`src/rtl/tac_pkg.sv`:
```
package tac_pkg;

   // bit positions of the alarm words (software-visible layout)
   localparam int SEC_LO  = 0;
   localparam int SEC_EN  = 7;
   localparam int MIN_LO  = 8;
   localparam int MIN_EN  = 15;
   localparam int HR_LO   = 16;
   localparam int HR_PM   = 22;
   localparam int HR_EN   = 23;
   localparam int MON_LO  = 16;
   localparam int MON_EN  = 23;
   localparam int DAT_LO  = 24;
   localparam int DAT_EN  = 31;

   localparam int SEC_W   = 7;
   localparam int MIN_W   = 7;
   localparam int HR_W    = 6;
   localparam int MON_W   = 5;
   localparam int DAT_W   = 6;
   localparam int MIN_WORD_W = 32;

   typedef struct packed {
      logic             sec_en;
      logic [SEC_W-1:0] sec;
      logic             min_en;
      logic [MIN_W-1:0] min;
      logic             hr_en;
      logic             pm;
      logic [HR_W-1:0]  hr;
   } tim_alarm_t;

   typedef struct packed {
      logic             mon_en;
      logic [MON_W-1:0] mon;
      logic             dat_en;
      logic [DAT_W-1:0] dat;
   } cal_alarm_t;

   // both nibbles hold a decimal digit
   function automatic logic bcd_ok(input logic [7:0] v);
      return (v[3:0] <= 4'd9) && (v[7:4] <= 4'd9);
   endfunction

   // BCD value within an inclusive BCD range (BCD orders like binary)
   function automatic logic bcd_in(input logic [7:0] v,
                                   input logic [7:0] lo,
                                   input logic [7:0] hi);
      return bcd_ok(v) && (v >= lo) && (v <= hi);
   endfunction

endpackage

```
`src/rtl/tac_field_eq.sv`:
```
module tac_field_eq #(
   parameter int W = 7
) (
   input  logic         en,
   input  logic [W-1:0] alarm_val,
   input  logic [W-1:0] cur_val,
   output logic         hit
);
   if (W < 1) begin : g_bad_w
      $error("tac_field_eq: W must be positive");
   end

   // a disabled field never blocks the match
   assign hit = !en || (alarm_val == cur_val);
endmodule

```
`src/rtl/tac_time_check.sv`:
```
module tac_time_check
   import tac_pkg::*;
#(
   parameter int WORD_W = 32,
   parameter bit HOUR12 = 1'b0
) (
   input  logic [WORD_W-1:0] word,
   output tim_alarm_t        fields,
   output logic              legal
);
   if (WORD_W < MIN_WORD_W) begin : g_bad_w
      $error("tac_time_check: WORD_W too small");
   end

   logic sec_ok, min_ok, hr_ok;
   logic [7:0] sec8, min8, hr8;

   always_comb begin
      fields.sec_en = word[SEC_EN];
      fields.sec    = word[SEC_LO +: SEC_W];
      fields.min_en = word[MIN_EN];
      fields.min    = word[MIN_LO +: MIN_W];
      fields.hr_en  = word[HR_EN];
      fields.pm     = word[HR_PM];
      fields.hr     = word[HR_LO +: HR_W];
   end

   assign sec8 = {1'b0, fields.sec};
   assign min8 = {1'b0, fields.min};
   assign hr8  = {2'b00, fields.hr};

   assign sec_ok = !fields.sec_en || bcd_in(sec8, 8'h00, 8'h59);
   assign min_ok = !fields.min_en || bcd_in(min8, 8'h00, 8'h59);

   if (HOUR12) begin : g_h12
      assign hr_ok = !fields.hr_en || bcd_in(hr8, 8'h01, 8'h12);
   end else begin : g_h24
      assign hr_ok = !fields.hr_en || bcd_in(hr8, 8'h00, 8'h23);
   end

   assign legal = sec_ok && min_ok && hr_ok;
endmodule

```
`src/rtl/tac_cal_check.sv`:
```
module tac_cal_check
   import tac_pkg::*;
#(
   parameter int         WORD_W   = 32,
   parameter logic [7:0] DATE_MAX = 8'h31
) (
   input  logic [WORD_W-1:0] word,
   output cal_alarm_t        fields,
   output logic              legal
);
   if (WORD_W < MIN_WORD_W) begin : g_bad_w
      $error("tac_cal_check: WORD_W too small");
   end
   if (!(DATE_MAX[3:0] <= 4'd9 && DATE_MAX[7:4] <= 4'd3)) begin : g_bad_max
      $error("tac_cal_check: DATE_MAX must be BCD up to 0x39");
   end

   logic [7:0] mon8, dat8;

   always_comb begin
      fields.mon_en = word[MON_EN];
      fields.mon    = word[MON_LO +: MON_W];
      fields.dat_en = word[DAT_EN];
      fields.dat    = word[DAT_LO +: DAT_W];
   end

   assign mon8  = {3'b000, fields.mon};
   assign dat8  = {2'b00, fields.dat};
   assign legal = (!fields.mon_en || bcd_in(mon8, 8'h01, 8'h12)) &&
                  (!fields.dat_en || bcd_in(dat8, 8'h01, DATE_MAX));
endmodule

```
`src/rtl/tac_alarm_cmp.sv`:
```
module tac_alarm_cmp
   import tac_pkg::*;
#(
   parameter int         WORD_W   = 32,
   parameter bit         HOUR12   = 1'b0,
   parameter logic [7:0] DATE_MAX = 8'h31
) (
   input  logic              clk,
   input  logic              rst_n,
   input  logic [6:0]        cur_sec,
   input  logic [6:0]        cur_min,
   input  logic [5:0]        cur_hour,
   input  logic              cur_pm,
   input  logic [4:0]        cur_month,
   input  logic [5:0]        cur_date,
   input  logic              sec_tick,
   input  logic              tim_wr,
   input  logic [WORD_W-1:0] tim_word,
   input  logic              cal_wr,
   input  logic [WORD_W-1:0] cal_word,
   input  logic              alarm_clr,
   output logic              alarm_flag,
   output logic              tim_bad,
   output logic              cal_bad
);
   localparam int NFIELD = 5;

   if (WORD_W < MIN_WORD_W) begin : g_bad_w
      $error("tac_alarm_cmp: WORD_W must be at least 32");
   end

   tim_alarm_t tim_next, tim_q;
   cal_alarm_t cal_next, cal_q;
   logic       tim_legal, cal_legal;
   logic [NFIELD-1:0] hits;
   logic       any_en, fire;

   tac_time_check #(.WORD_W(WORD_W), .HOUR12(HOUR12)) u_tchk (
      .word(tim_word), .fields(tim_next), .legal(tim_legal));

   tac_cal_check #(.WORD_W(WORD_W), .DATE_MAX(DATE_MAX)) u_cchk (
      .word(cal_word), .fields(cal_next), .legal(cal_legal));

   // stored alarm words and entry-validity flags
   always_ff @(posedge clk or negedge rst_n) begin
      if (!rst_n) begin
         tim_q   <= '0;
         cal_q   <= '0;
         tim_bad <= 1'b0;
         cal_bad <= 1'b0;
      end else begin
         if (tim_wr) begin
            if (tim_legal) tim_q <= tim_next;
            tim_bad <= !tim_legal;
         end
         if (cal_wr) begin
            if (cal_legal) cal_q <= cal_next;
            cal_bad <= !cal_legal;
         end
      end
   end

   tac_field_eq #(.W(SEC_W)) u_sec (
      .en(tim_q.sec_en), .alarm_val(tim_q.sec), .cur_val(cur_sec), .hit(hits[0]));
   tac_field_eq #(.W(MIN_W)) u_min (
      .en(tim_q.min_en), .alarm_val(tim_q.min), .cur_val(cur_min), .hit(hits[1]));
   tac_field_eq #(.W(HR_W+1)) u_hr (
      .en(tim_q.hr_en), .alarm_val({tim_q.pm, tim_q.hr}),
      .cur_val({cur_pm, cur_hour}), .hit(hits[2]));
   tac_field_eq #(.W(MON_W)) u_mon (
      .en(cal_q.mon_en), .alarm_val(cal_q.mon), .cur_val(cur_month), .hit(hits[3]));
   tac_field_eq #(.W(DAT_W)) u_dat (
      .en(cal_q.dat_en), .alarm_val(cal_q.dat), .cur_val(cur_date), .hit(hits[4]));

   assign any_en = tim_q.sec_en | tim_q.min_en | tim_q.hr_en |
                   cal_q.mon_en | cal_q.dat_en;
   assign fire   = any_en && (&hits);

   // sticky flag; a new match outranks a clear in the same cycle
   always_ff @(posedge clk or negedge rst_n) begin
      if (!rst_n)                alarm_flag <= 1'b0;
      else if (sec_tick && fire) alarm_flag <= 1'b1;
      else if (alarm_clr)        alarm_flag <= 1'b0;
   end

   // flag holds without a clear
   a_r6_sticky_hold: assert property (@(posedge clk) disable iff (!rst_n)
      alarm_flag && !alarm_clr |=> alarm_flag);
   // matching tick wins over clear
   a_r6_set_wins: assert property (@(posedge clk) disable iff (!rst_n)
      sec_tick && fire |=> alarm_flag);
   // no rise without a tick
   a_r5_tick_only: assert property (@(posedge clk) disable iff (!rst_n)
      !sec_tick |=> !$rose(alarm_flag));
   // no enables, no alarm
   a_r9_no_enable: assert property (@(posedge clk) disable iff (!rst_n)
      sec_tick && !any_en |=> !$rose(alarm_flag));
   // refused words leave storage untouched
   a_r10_keep_time: assert property (@(posedge clk) disable iff (!rst_n)
      tim_wr && !tim_legal |=> $stable(tim_q));
   a_r10_keep_cal: assert property (@(posedge clk) disable iff (!rst_n)
      cal_wr && !cal_legal |=> $stable(cal_q));
   // validity flags track the checkers after each write
   a_r7_time_flag: assert property (@(posedge clk) disable iff (!rst_n)
      tim_wr |=> tim_bad != $past(tim_legal));
   a_r8_cal_flag: assert property (@(posedge clk) disable iff (!rst_n)
      cal_wr |=> cal_bad != $past(cal_legal));
endmodule

```
`config.mk`:
```
export PLATFORM = sky130hd
export DESIGN_NAME = tac_alarm_cmp
export DESIGN_NICKNAME = d
export VERILOG_FILES = /design/src/rtl/tac_pkg.sv /design/src/rtl/tac_field_eq.sv /design/src/rtl/tac_time_check.sv /design/src/rtl/tac_cal_check.sv /design/src/rtl/tac_alarm_cmp.sv
export SDC_FILE = /design/constraint.sdc
export NUM_CORES = 1
export LEC_CHECK = 0
export BUFFER_PORTS_ARGS = -buffer_cell sky130_fd_sc_hd__buf_2
export CELL_PAD_IN_SITES_DETAIL_PLACEMENT = 1
export CELL_PAD_IN_SITES_GLOBAL_PLACEMENT = 1
export CORE_MARGIN = 8
export CORE_UTILIZATION = 38
export CTS_BUF_LIST = sky130_fd_sc_hd__clkbuf_2 sky130_fd_sc_hd__clkbuf_4 sky130_fd_sc_hd__clkbuf_8
export CTS_CLUSTER_DIAMETER = 60
export CTS_CLUSTER_SIZE = 10
export DETAILED_ROUTE_END_ITERATION = 8
export PLACE_DENSITY = 0.95
export SLEW_MARGIN = 20
export SYNTH_ARGS = -nofsm -noshare
export SYNTH_HDL_FRONTEND = slang
export SYNTH_SLANG_ARGS = --single-unit
export TNS_END_PERCENT = 50
```
`constraint.sdc`:
```
create_clock -name clk -period 3.3 [get_ports clk]
set_clock_uncertainty 0.15 [all_clocks]
set_input_delay 0.33 -clock clk [delete_from_list [all_inputs] [get_ports clk]]
set_output_delay 0.33 -clock clk [all_outputs]
set_load 0.005 [all_outputs]
```
=== After elaboration in Yosys (flattened, before gate mapping) ===
Index checks and enable logic that the tools add are counted.

* $add $sub $neg: 0
* Multipliers: 0
* Divide/modulo/power cells: 0
* Order comparisons: 20
* Equal/unequal tests: 5
* Shift-type cells: 0
* Multiplexer cells: 2
* Bitwise operators: 4
* Reductions and logical operators: 46

{| class="wikitable"
|+ Operators by type and width
! kind !! number
|-
| $eq 7x7->1 || 3
|-
| $le 4x4->1 const B || 5
|-
| $logic_and 1x1->1 || 20
|-
| $ge 7x1->1 const B || 2
|-
| $le 7x7->1 const B || 2
|-
| $ge 6x1->1 const B || 2
|-
| $le 6x6->1 const B || 2
|-
| $logic_not 1->1 || 12
|-
| $logic_or 1x1->1 || 10
|-
| $le 2x4->1 const B || 2
|-
| $le 3x4->1 const B || 2
|-
| $eq 6x6->1 || 1
|-
| $eq 5x5->1 || 1
|-
| $ge 5x1->1 const B || 1
|-
| $le 5x5->1 const B || 1
|-
| $reduce_and 5->1 || 1
|-
| $le 1x4->1 const B || 1
|-
| $or 1x1->1 || 4
|-
| $reduce_and 2->1 || 2
|-
| $mux 1 || 2
|-
| $reduce_bool 2->1 || 1
|}

* Register bits: 40
* Bits in latches: 0
* Memory bits (writable): 0
* ROM bits: 0
* Bits of input ports: 102
* Output and inout port bits: 3
* Logic and storage cells: 91
* Memories: 0

=== Logic depth before layout (Yosys ltp) ===
Gate-level depths: netlist of run 1.

* Depth after elaboration: 8
* Depth in mapped cells: 6
* Mapped depth without buffers: 5

=== By module ===
A second synthesis of run 1 with hierarchy kept.

* Cells, all modules: 197
* Area total of the unflattened synthesis: 2324.7 um^2

{| class="wikitable"
|+ By module, submodules not included
! module !! instances !! cells each !! area an instance (um^2)
|-
| tac_alarm_cmp || 1 || 92 || 1519.0
|-
| tac_field_eq (u_hr ...) || 3 || 9 || 83.8
|-
| tac_time_check || 1 || 35 || 241.5
|-
| tac_cal_check || 1 || 28 || 185.2
|-
| tac_field_eq (u_dat) || 1 || 8 || 71.3
|-
| tac_field_eq (u_mon) || 1 || 7 || 56.3
|}

=== Least setup slack after synthesis of run 1 ===
Ideal clock, no wire load.

* Kind: input -> register
* Start: input cal_word[24]
* End: register cal_q[0] (netlist name)
* Library setup time: 125 ps
* Arrival: 1752 ps
* Required time: 3025 ps
* Path slack: 1273 ps
* Stages on the path: 6
* Path buffers: 1
* Cell sequence: or4_1 -> mux2i_1 -> a31oi_1 -> o211ai_4 -> buf_12 -> mux2_4

* Longest elaborated chain between the ends: 7
* Elaborated cells between the ends (all ways): 9
* Classes of those cells: order compare (3); reduce/logical (6)

{| class="wikitable"
|+ Ends and longest elaborated chain
! element !! RTL line !! text
|-
| start, declared || tac_alarm_cmp.sv:20 || <nowiki>input logic [WORD_W-1:0] cal_word,</nowiki>
|-
| $le 4x4->1 || tac_pkg.sv:42 || <nowiki>return (v[3:0] <= 4'd9) && (v[7:4] <= 4'd9);</nowiki>
|-
| $logic_and 1x1->1 || tac_pkg.sv:42 ||
|-
| $logic_and 1x1->1 (2 in a row) || tac_pkg.sv:49 || <nowiki>return bcd_ok(v) && (v >= lo) && (v <= hi);</nowiki>
|-
| $logic_or 1x1->1 || tac_cal_check.sv:30 || <nowiki>(!fields.dat_en || bcd_in(dat8, 8'h01, DATE_MAX));</nowiki>
|-
| $logic_and 1x1->1 || tac_cal_check.sv:29 || <nowiki>assign legal = (!fields.mon_en || bcd_in(mon8, 8'h01, 8'h12)) &&</nowiki>
|-
| $reduce_and 2->1 (no source line) || -- ||
|-
| end signal, assigned || tac_alarm_cmp.sv:57 || <nowiki>if (cal_legal) cal_q <= cal_next;</nowiki>
|-
| end, declared || tac_alarm_cmp.sv:33 || <nowiki>cal_alarm_t cal_next, cal_q;</nowiki>
|}

Several ways; a longest one is shown, not always the timed one.
A chain may end at the register's enable or synchronous reset.

=== Worst setup path in the final report of run 1 ===
* Start: input tim_word[18]
* End: register tim_q[14] (netlist name)

* Longest elaborated chain between the ends: 7
* Elaborated cells between the ends (all ways): 9
* Classes of those cells: order compare (3); reduce/logical (6)

{| class="wikitable"
|+ Ends and longest elaborated chain
! element !! RTL line !! text
|-
| start, declared || tac_alarm_cmp.sv:18 || <nowiki>input logic [WORD_W-1:0] tim_word,</nowiki>
|-
| $le 4x4->1 || tac_pkg.sv:42 ||
|-
| $logic_and 1x1->1 || tac_pkg.sv:42 ||
|-
| $logic_and 1x1->1 || tac_pkg.sv:49 ||
|-
| $logic_and 1x1->1 (*) || tac_pkg.sv:49 ||
|-
| $logic_or 1x1->1 (*) || tac_time_check.sv:38 || <nowiki>assign hr_ok = !fields.hr_en || bcd_in(hr8, 8'h00, 8'h23);</nowiki>
|-
| $logic_and 1x1->1 (*) || tac_time_check.sv:41 || <nowiki>assign legal = sec_ok && min_ok && hr_ok;</nowiki>
|-
| $reduce_and 2->1 (no source line) (*) || -- ||
|-
| end signal, assigned || tac_alarm_cmp.sv:53 || <nowiki>if (tim_legal) tim_q <= tim_next;</nowiki>
|-
| end, declared || tac_alarm_cmp.sv:32 || <nowiki>tim_alarm_t tim_next, tim_q;</nowiki>
|}

Mark *: on every way between the ends. The rest lies on a longest branch, timed or not.

==> metrics.md, run 1 <==
| Metric | Value |
|---|---|
| Wire length on met3 | 411 um |
| Initial antenna violation count | 0 |
| Die area | 7950 um2 |
| Initial DRC count | 42 |
| CTS tree | built |
| DRC errors left | 0 |
| Cts bufs inserted | 5 |
| P&R area growth vs syn | 26.9% |
| Max IR drop VDD | 190 uV |
| Worst Path Buf+Inv | 2 |
| Dpl hpwl | 4290 um |
| Yosys top cell area share | 49.2% |
| Status | finished clean |
| Commonest cells post-synth | 40 x dfrtp_1, 27 x mux2_2, 20 x xor2_1 |
| Clk slew on worst S/H paths | 0.07 ns |
| Post-synth top area cell | dfrtp_1 |
| Initial Utilization | 39.6% |
| Tightest Pin Transition | 0.905 ns |
| Global-route wire length before repair | 8140 um |
| Post-route minimum period | 2.12 ns |
| Final WL | 5170 um |
| Post-synthesis sequential area ratio | 49.2% |
| Syn Inst Count | 156 |
| Site Rows | 26 |
| Synthesized flop and latch total | 40 |
| Clock latency on the worst-skew pair | 0.29 ns |
| DRT Pass-1 Iters | 4 |
| Rel. slew slack | 39.7% |
| Root buf cell | clkbuf_8 |
| Total congestion overflow | 0 |
| Longest Clk Path Bufs | 2 |
| Final Util | 50.2% |
| Vias in the first global route | 1738 |
| Worst Hold Class | in2async |
| F_max | 472 MHz |
| # Post-CTS Setup Buffers | 0 |
| Unrepaired setup endpoints after global routing | no |
| Width of the die | 89.2 um |
| Met2 Wirelength | 2660 um |
| Die H | 89.2 um |
| Post-Route M1 WL | 2070 um |
| Critical Path AT | 2.14 ns |
| Final worst path period share | 64.2% |
| Startpoint Class | input pin |
| Largest net degree at the start of global routing | 41 |
| Top Layer Used | met4 |
| Avg Synthesized Cell Area | 13.0 um2 |
| Gp weighted congestion | 0.737 |
| Layout cells sized above 1 | 51.5% |
| Most common cell in the netlist | dfrtp_1 |
| Ant. Diodes | 0 |
| PostCTS Resize Cnt | 0 |
| ANT nets after route | 0 |
| Setup TNS | 0 ns |
| CP max stage cell | nand4_1 |
| Vias per cell | 4.89 |
| Nets@finish | 340 |
| H-tree levels | 2 |
| Static Leakage | 0.00122 uW |
| Critical Path RT | 3.32 ns |
| Port bufs | 77 |
| Setup-failing EPs final | 0 |
| I/O Pins | 105 |
| EDFF count, synth | 0 |
| Gr usage total | 13.6% |
| Post-Place Cells | 301 |
| Crit. End Element | flip-flop |
| Setup CP Type | in2reg |
| Cell Pwr Density | 522 nW/um2 |
| Distinct cell type count after synthesis | 30 |
| Synthesized Nets | 258 |
| Clock sinks | 40 |
| DR vias | 1511 |
| Post-CTS Hold Buffers | 0 |
| Non-Filler Instances | 309 |
| Syn. warnings | 0 |
| CP Max Fanout | 15 |
| Core area | 5140 um2 |
| Max Cap Viol | 0 |
| Cell Area, Synth | 2030 um2 |
| Top_reg_cell synth | dfrtp_1 |
| Crit-path cells | buf_2 -> o311ai_0 -> nand4_1 -> buf_4 -> mux2_2 |
| Drt wl/cell | 16.7 um |
| Fin. max-slew vios | 0 |
| Fraction of registers with async set/reset | 100% |
| Top delay family on crit path | simple AND/OR/NAND/NOR gates |
| CP max stage delay | 0.56 ns |
| Hold Violations, Final | 0 |
| Most area-consuming cells after synthesis | dfrtp_1 49%, mux2_2 15%, xor2_1 8.6%, mux2_4 6.6%, xnor2_1 5.2% |
[final timing paths]
check | slack (ns) | end | cells after the start | start
max | 1.18 | tim_q[14] | 5 | tim_word[18]
min in group clk | 0.12 | tim_q[8] | 2 | tim_word[8]
min | 0.02 | tim_q[9] | 1 | rst_n
min reg2reg | 0.33 | cal_bad | 1 | cal_bad
max reg2reg | 1.47 | alarm_flag | 5 | tim_q[16]
max in group asynchronous | 2.41 | tim_q[18] | 1 | rst_n
[cell families (layout without fill, tap and decap cells)]
family                   Yosys count  after routing  share of synthesized area (%)
multiplexers                      37             37                           22.1
flip-flops                        40             40                           49.2
adder cells (fa/ha/maj)            1              1                          0.492
XOR/XNOR                          32             32                           13.8
AND/OR/NAND/NOR                   23             23                           6.09
AO/OA/AOI/OAI                     18             18                           6.52
buffers and inverters              5             88                           1.85
[stage by stage]
| stage | hold slack [ns] | instance area, um2 | total power (uW) | setup WS [ns] |
|---|---|---|---|---|
| detailed placement | 0.318 | 2480 | 1010 | 0.808 |
| CTS | 0.0446 | 2580 | 1370 | 1.13 |
| global placement | 0.307 | 2480 | 987 | 0.885 |
| floorplan | -0.116 | 2030 | 889 | 1.27 |
| finish | 0.0179 | 2580 | 1350 | 1.18 |
| global route | 0.0980 | 2580 | 1430 | 1.07 |
[cells in the final DEF (no fill, tap or decap), drive strengths merged]
master / netlist / final
buf: 3 / 78
nor4: 4 / 4
nand2b: 1 / 1
mux2i: 1 / 1
nor2b: 1 / 1
o31ai: 1 / 1
o211ai: 1 / 1
a21oi: 2 / 2
xnor2: 12 / 12
o311ai: 1 / 1
o21ai: 5 / 5
nor3: 2 / 2
a41o: 1 / 1
nand3: 2 / 2
inv: 2 / 2
nand2: 6 / 6
clkbuf: 0 / 8
xor2: 20 / 20
nor2: 1 / 1
mux2: 36 / 36
o22ai: 1 / 1
dfrtp: 40 / 40
or4: 2 / 2
o21a: 2 / 2
maj3: 1 / 1
a222oi: 1 / 1
nand4: 4 / 4
a31oi: 3 / 3
[metal layers]
layer / vias up / global-route usage (%)
li1: 726 / -
met1: 729 / 14.9
met2: 52 / 24.2
met3: 4 / 4.41
met4: 0 / 4.53
met5: - / 0
[cell type report]
type / instances / area (um2)
Timing Repair Buffer: 78 / 393
Fill cell: 599 / 2560
Multi-Input combinational cell: 111 / 996
Inverter: 2 / 7.51
Sequential cell: 40 / 1000
Tap cell: 70 / 87.6
Clock buffer: 8 / 97.6
[state kept, by name, summed over array words and instances (netlist names)]
register / cells
tim_bad: 1
cal_bad: 1
cal_q: 13
alarm_flag: 1
tim_q: 24
[where the power goes]
| group | internal, uW | total (uW) | switching, uW |
|---|---|---|---|
| sequential | 596 | 672 | 76.1 |
| combinational | 199 | 324 | 125 |
| clock | 187 | 351 | 164 |
| total | 983 | 1350 | 365 |
(Power assumes the default switching activity.)
==> run 2: changes to the inputs <==
Settings changed: CORE_UTILIZATION 38 to 32, PLACE_DENSITY 0.95 to 0.86.
Clock period 3.3 ns to 1.8 ns, I/O delays scaled along.
==> run 2 against run 1 <==
The flow now finishes with violations (negative setup slack); register-to-register slack worse by 1.6 ns; clock-buffer cell count stayed put; die area is 15% higher; critical path type is now reg2reg; largest cell class is now multi-input combinational cells.
==> metrics.md, run 2 (synthesis gave the netlist of run 1 again) <==
| Metric | Value |
|---|---|
| Width of the die | 95.7 um (+7.4%) |
| Longest Clk Path Bufs | 2 (unchanged) |
| Global-route wire length before repair | 9280 um (+14%) |
| F_max | 525 MHz |
| Setup CP Type | reg2reg |
| Ant. Diodes | 0 (unchanged) |
| Setup-failing EPs final | 6 (+6) |
| H-tree levels | 2 (unchanged) |
| Tightest Pin Transition | 0.488 ns (-0.417 ns) |
| I/O Pins | 105 (unchanged) |
| Port bufs | 77 (unchanged) |
| Final Util | 49.4% (-0.86 points) |
| Final WL | 6120 um (+18%) |
| Site Rows | 29 (+12%) |
| Total congestion overflow | 0 (unchanged) |
| Dpl ws | -0.280 ns (-1.09 ns) |
| Critical Path RT | 1.88 ns (-1.44 ns) |
| CTS tree | built |
| Worst Hold Class | in2reg |
| Crit. End Element | flip-flop |
| Root buf cell | clkbuf_8 |
| Cell Pwr Density | 849 nW/um2 (+63%) |
| Drt wl/cell | 17.4 um (+4.3%) |
| DR vias | 1692 (+12%) |
| Clock sinks | 40 (unchanged) |
| Fin. max-slew vios | 0 (unchanged) |
| Biggest regs | tim_q x24, cal_q x13 |
| P&R area growth vs syn | 51.5% |
| Critical Path AT | 1.98 ns (-0.16 ns) |
| Max IR drop VDD | 341 uV (+79%) |
| Failing checks | negative setup slack |
| Clock latency on the worst-skew pair | 0.29 ns (about the same) |
| Initial antenna violation count | 0 (unchanged) |
| Post-route minimum period | 1.90 ns |
| Max reg flops | 24 (unchanged) |
| Cts bufs inserted | 5 (unchanged) |
| Max Cap Viol | 0 (unchanged) |
| # Post-CTS Setup Buffers | 0 (unchanged) |
| Vias in the first global route | 1969 (+13%) |
| Layout cells sized above 1 | 50.7% (-0.73 points) |
| DRT Pass-1 Iters | 4 (unchanged) |
| GR met3 Demand/Resource | 4.29% (-0.12 points) |
| Initial Utilization | 32.6% (-7.0 points) |
| Dpl hpwl | 4570 um (+6.7%) |
| Met1 Use GR | 13.6% (-1.3 points) |
| Setup slack after layout | -0.103 ns (-1.28 ns) |
| Initial DRC count | 17 (-60%) |
| Most used routing layer | met2 |
| Static Leakage | 0.00146 uW (+19%) |
| CP Max Fanout | 2 (-13) |
| Most flop-heavy register | tim_q |
| Die area | 9170 um2 (+15%) |
| Gp weighted congestion | 0.732 (-0.65%) |
| Status | complete, but fails checks |
| Clk slew on worst S/H paths | 0.08 ns (about the same) |
| Most common cell after layout, fill and taps aside | buf_2 |
| Largest net degree at the start of global routing | 22 (-46%) |
| DRC errors left | 0 (unchanged) |
| Met2 Use GR | 25.1% (+0.91 points) |
| Fillers | 678 (+13%) |
| Most frequent cells in the layout | 66 x buf_2, 40 x dfrtp_1, 26 x dlygate4sd3_1, 23 x mux2_2, 20 x xor2_1 |
| Die H | 95.7 um (+7.4%) |
| Final worst path period share | 106% |
| Hold Violations, Final | 0 (unchanged) |
| Nets@finish | 375 (+10%) |
| Vias per cell | 4.82 (-1.4%) |
| Startpoint Class | flip-flop |
| Rel. slew slack | 67.5% (+28 points) |
| Core area | 6240 um2 (+21%) |
| ANT nets after route | 0 (unchanged) |
| Unrepaired setup endpoints after global routing | yes |
| Gr usage total | 13.2% (-0.42 points) |
==> run 2: cell count changes in the layout (fill, tap and decap cells not counted), sizes merged <==
cell / delta
buf: +6
clkbuf: +1
dlygate4sd3: +26
dlymetal6s4s: +2
==> run 2: per-layer routing <==
layer	share of wire, %	vias to the layer above
met2	53	54
met1	39	829
li1	-	800
met4	1.2	0
met5	0	-
met3	6.9	9
==> run 2: worst paths after layout <==
path                              startpoint  depth (start not counted)          to  slack (ns)
worst max-delay path               tim_q[16]                          5  alarm_flag       -0.10
worst min-delay path            cal_word[26]                          2    cal_q[2]        0.01
worst max register to register     tim_q[16]                          5  alarm_flag       -0.10
worst min register to register       tim_bad                          1     tim_bad        0.35
max in group asynchronous              rst_n                          3    cal_q[0]        0.78
min in group asynchronous              rst_n                          2   tim_q[16]        0.23
==> run 2: power by group <==
group	total [uW]	switching (uW)	internal (uW)
registers	1230	138	1090
clock network	655	312	343
logic	731	269	462
total	2620	718	1900
==> run 2: what timing repair did <==
action	4_1_cts	5_1_grt
endpoints found under the hold margin	46	0
pin swaps	5	12
hold buffers	28	0
endpoints found under the setup margin	1	36
resized for setup	0	25
cloned	0	2
==> run 2: worst max-delay path, stage by stage, from the launching register on <==
cell and delay, ns:
dfrtp_1 0.39, xor2_1 0.15, nor4_2 0.31, nand4_1 0.15, a222oi_1 0.45, a41o_1 0.23
==> run 2: area by class of cell <==
| type | instances | area (um2) | share of cell area, % |
|---|---|---|---|
| timing repair buffer | 113 | 823 | 26.7 |
| clock buffer | 8 | 97.6 | 3.17 |
| multi-input combinational | 111 | 1060 | 34.3 |
| tap | 77 | 96.3 | 3.13 |
| sequential | 40 | 1000 | 32.5 |
| inverter | 2 | 7.51 | 0.244 |
==> run 2: metrics by stage <==
stage | instance area [um2] | hold WS, ns | TNS, ns | power, uW | cells
after floorplan | 2030 | -0.266 | -0.691 | 1630 | 156
after global placement | 2620 | 0.0127 | -2.29 | 1850 | 322
after detailed placement | 2620 | 0.0226 | -3.15 | 1900 | 322
after CTS | 3000 | 0.00661 | -0.0863 | 2590 | 358
after global routing | 3080 | 0.00399 | -0.479 | 2760 | 351
final | 3080 | 0.0133 | -0.181 | 2620 | 351
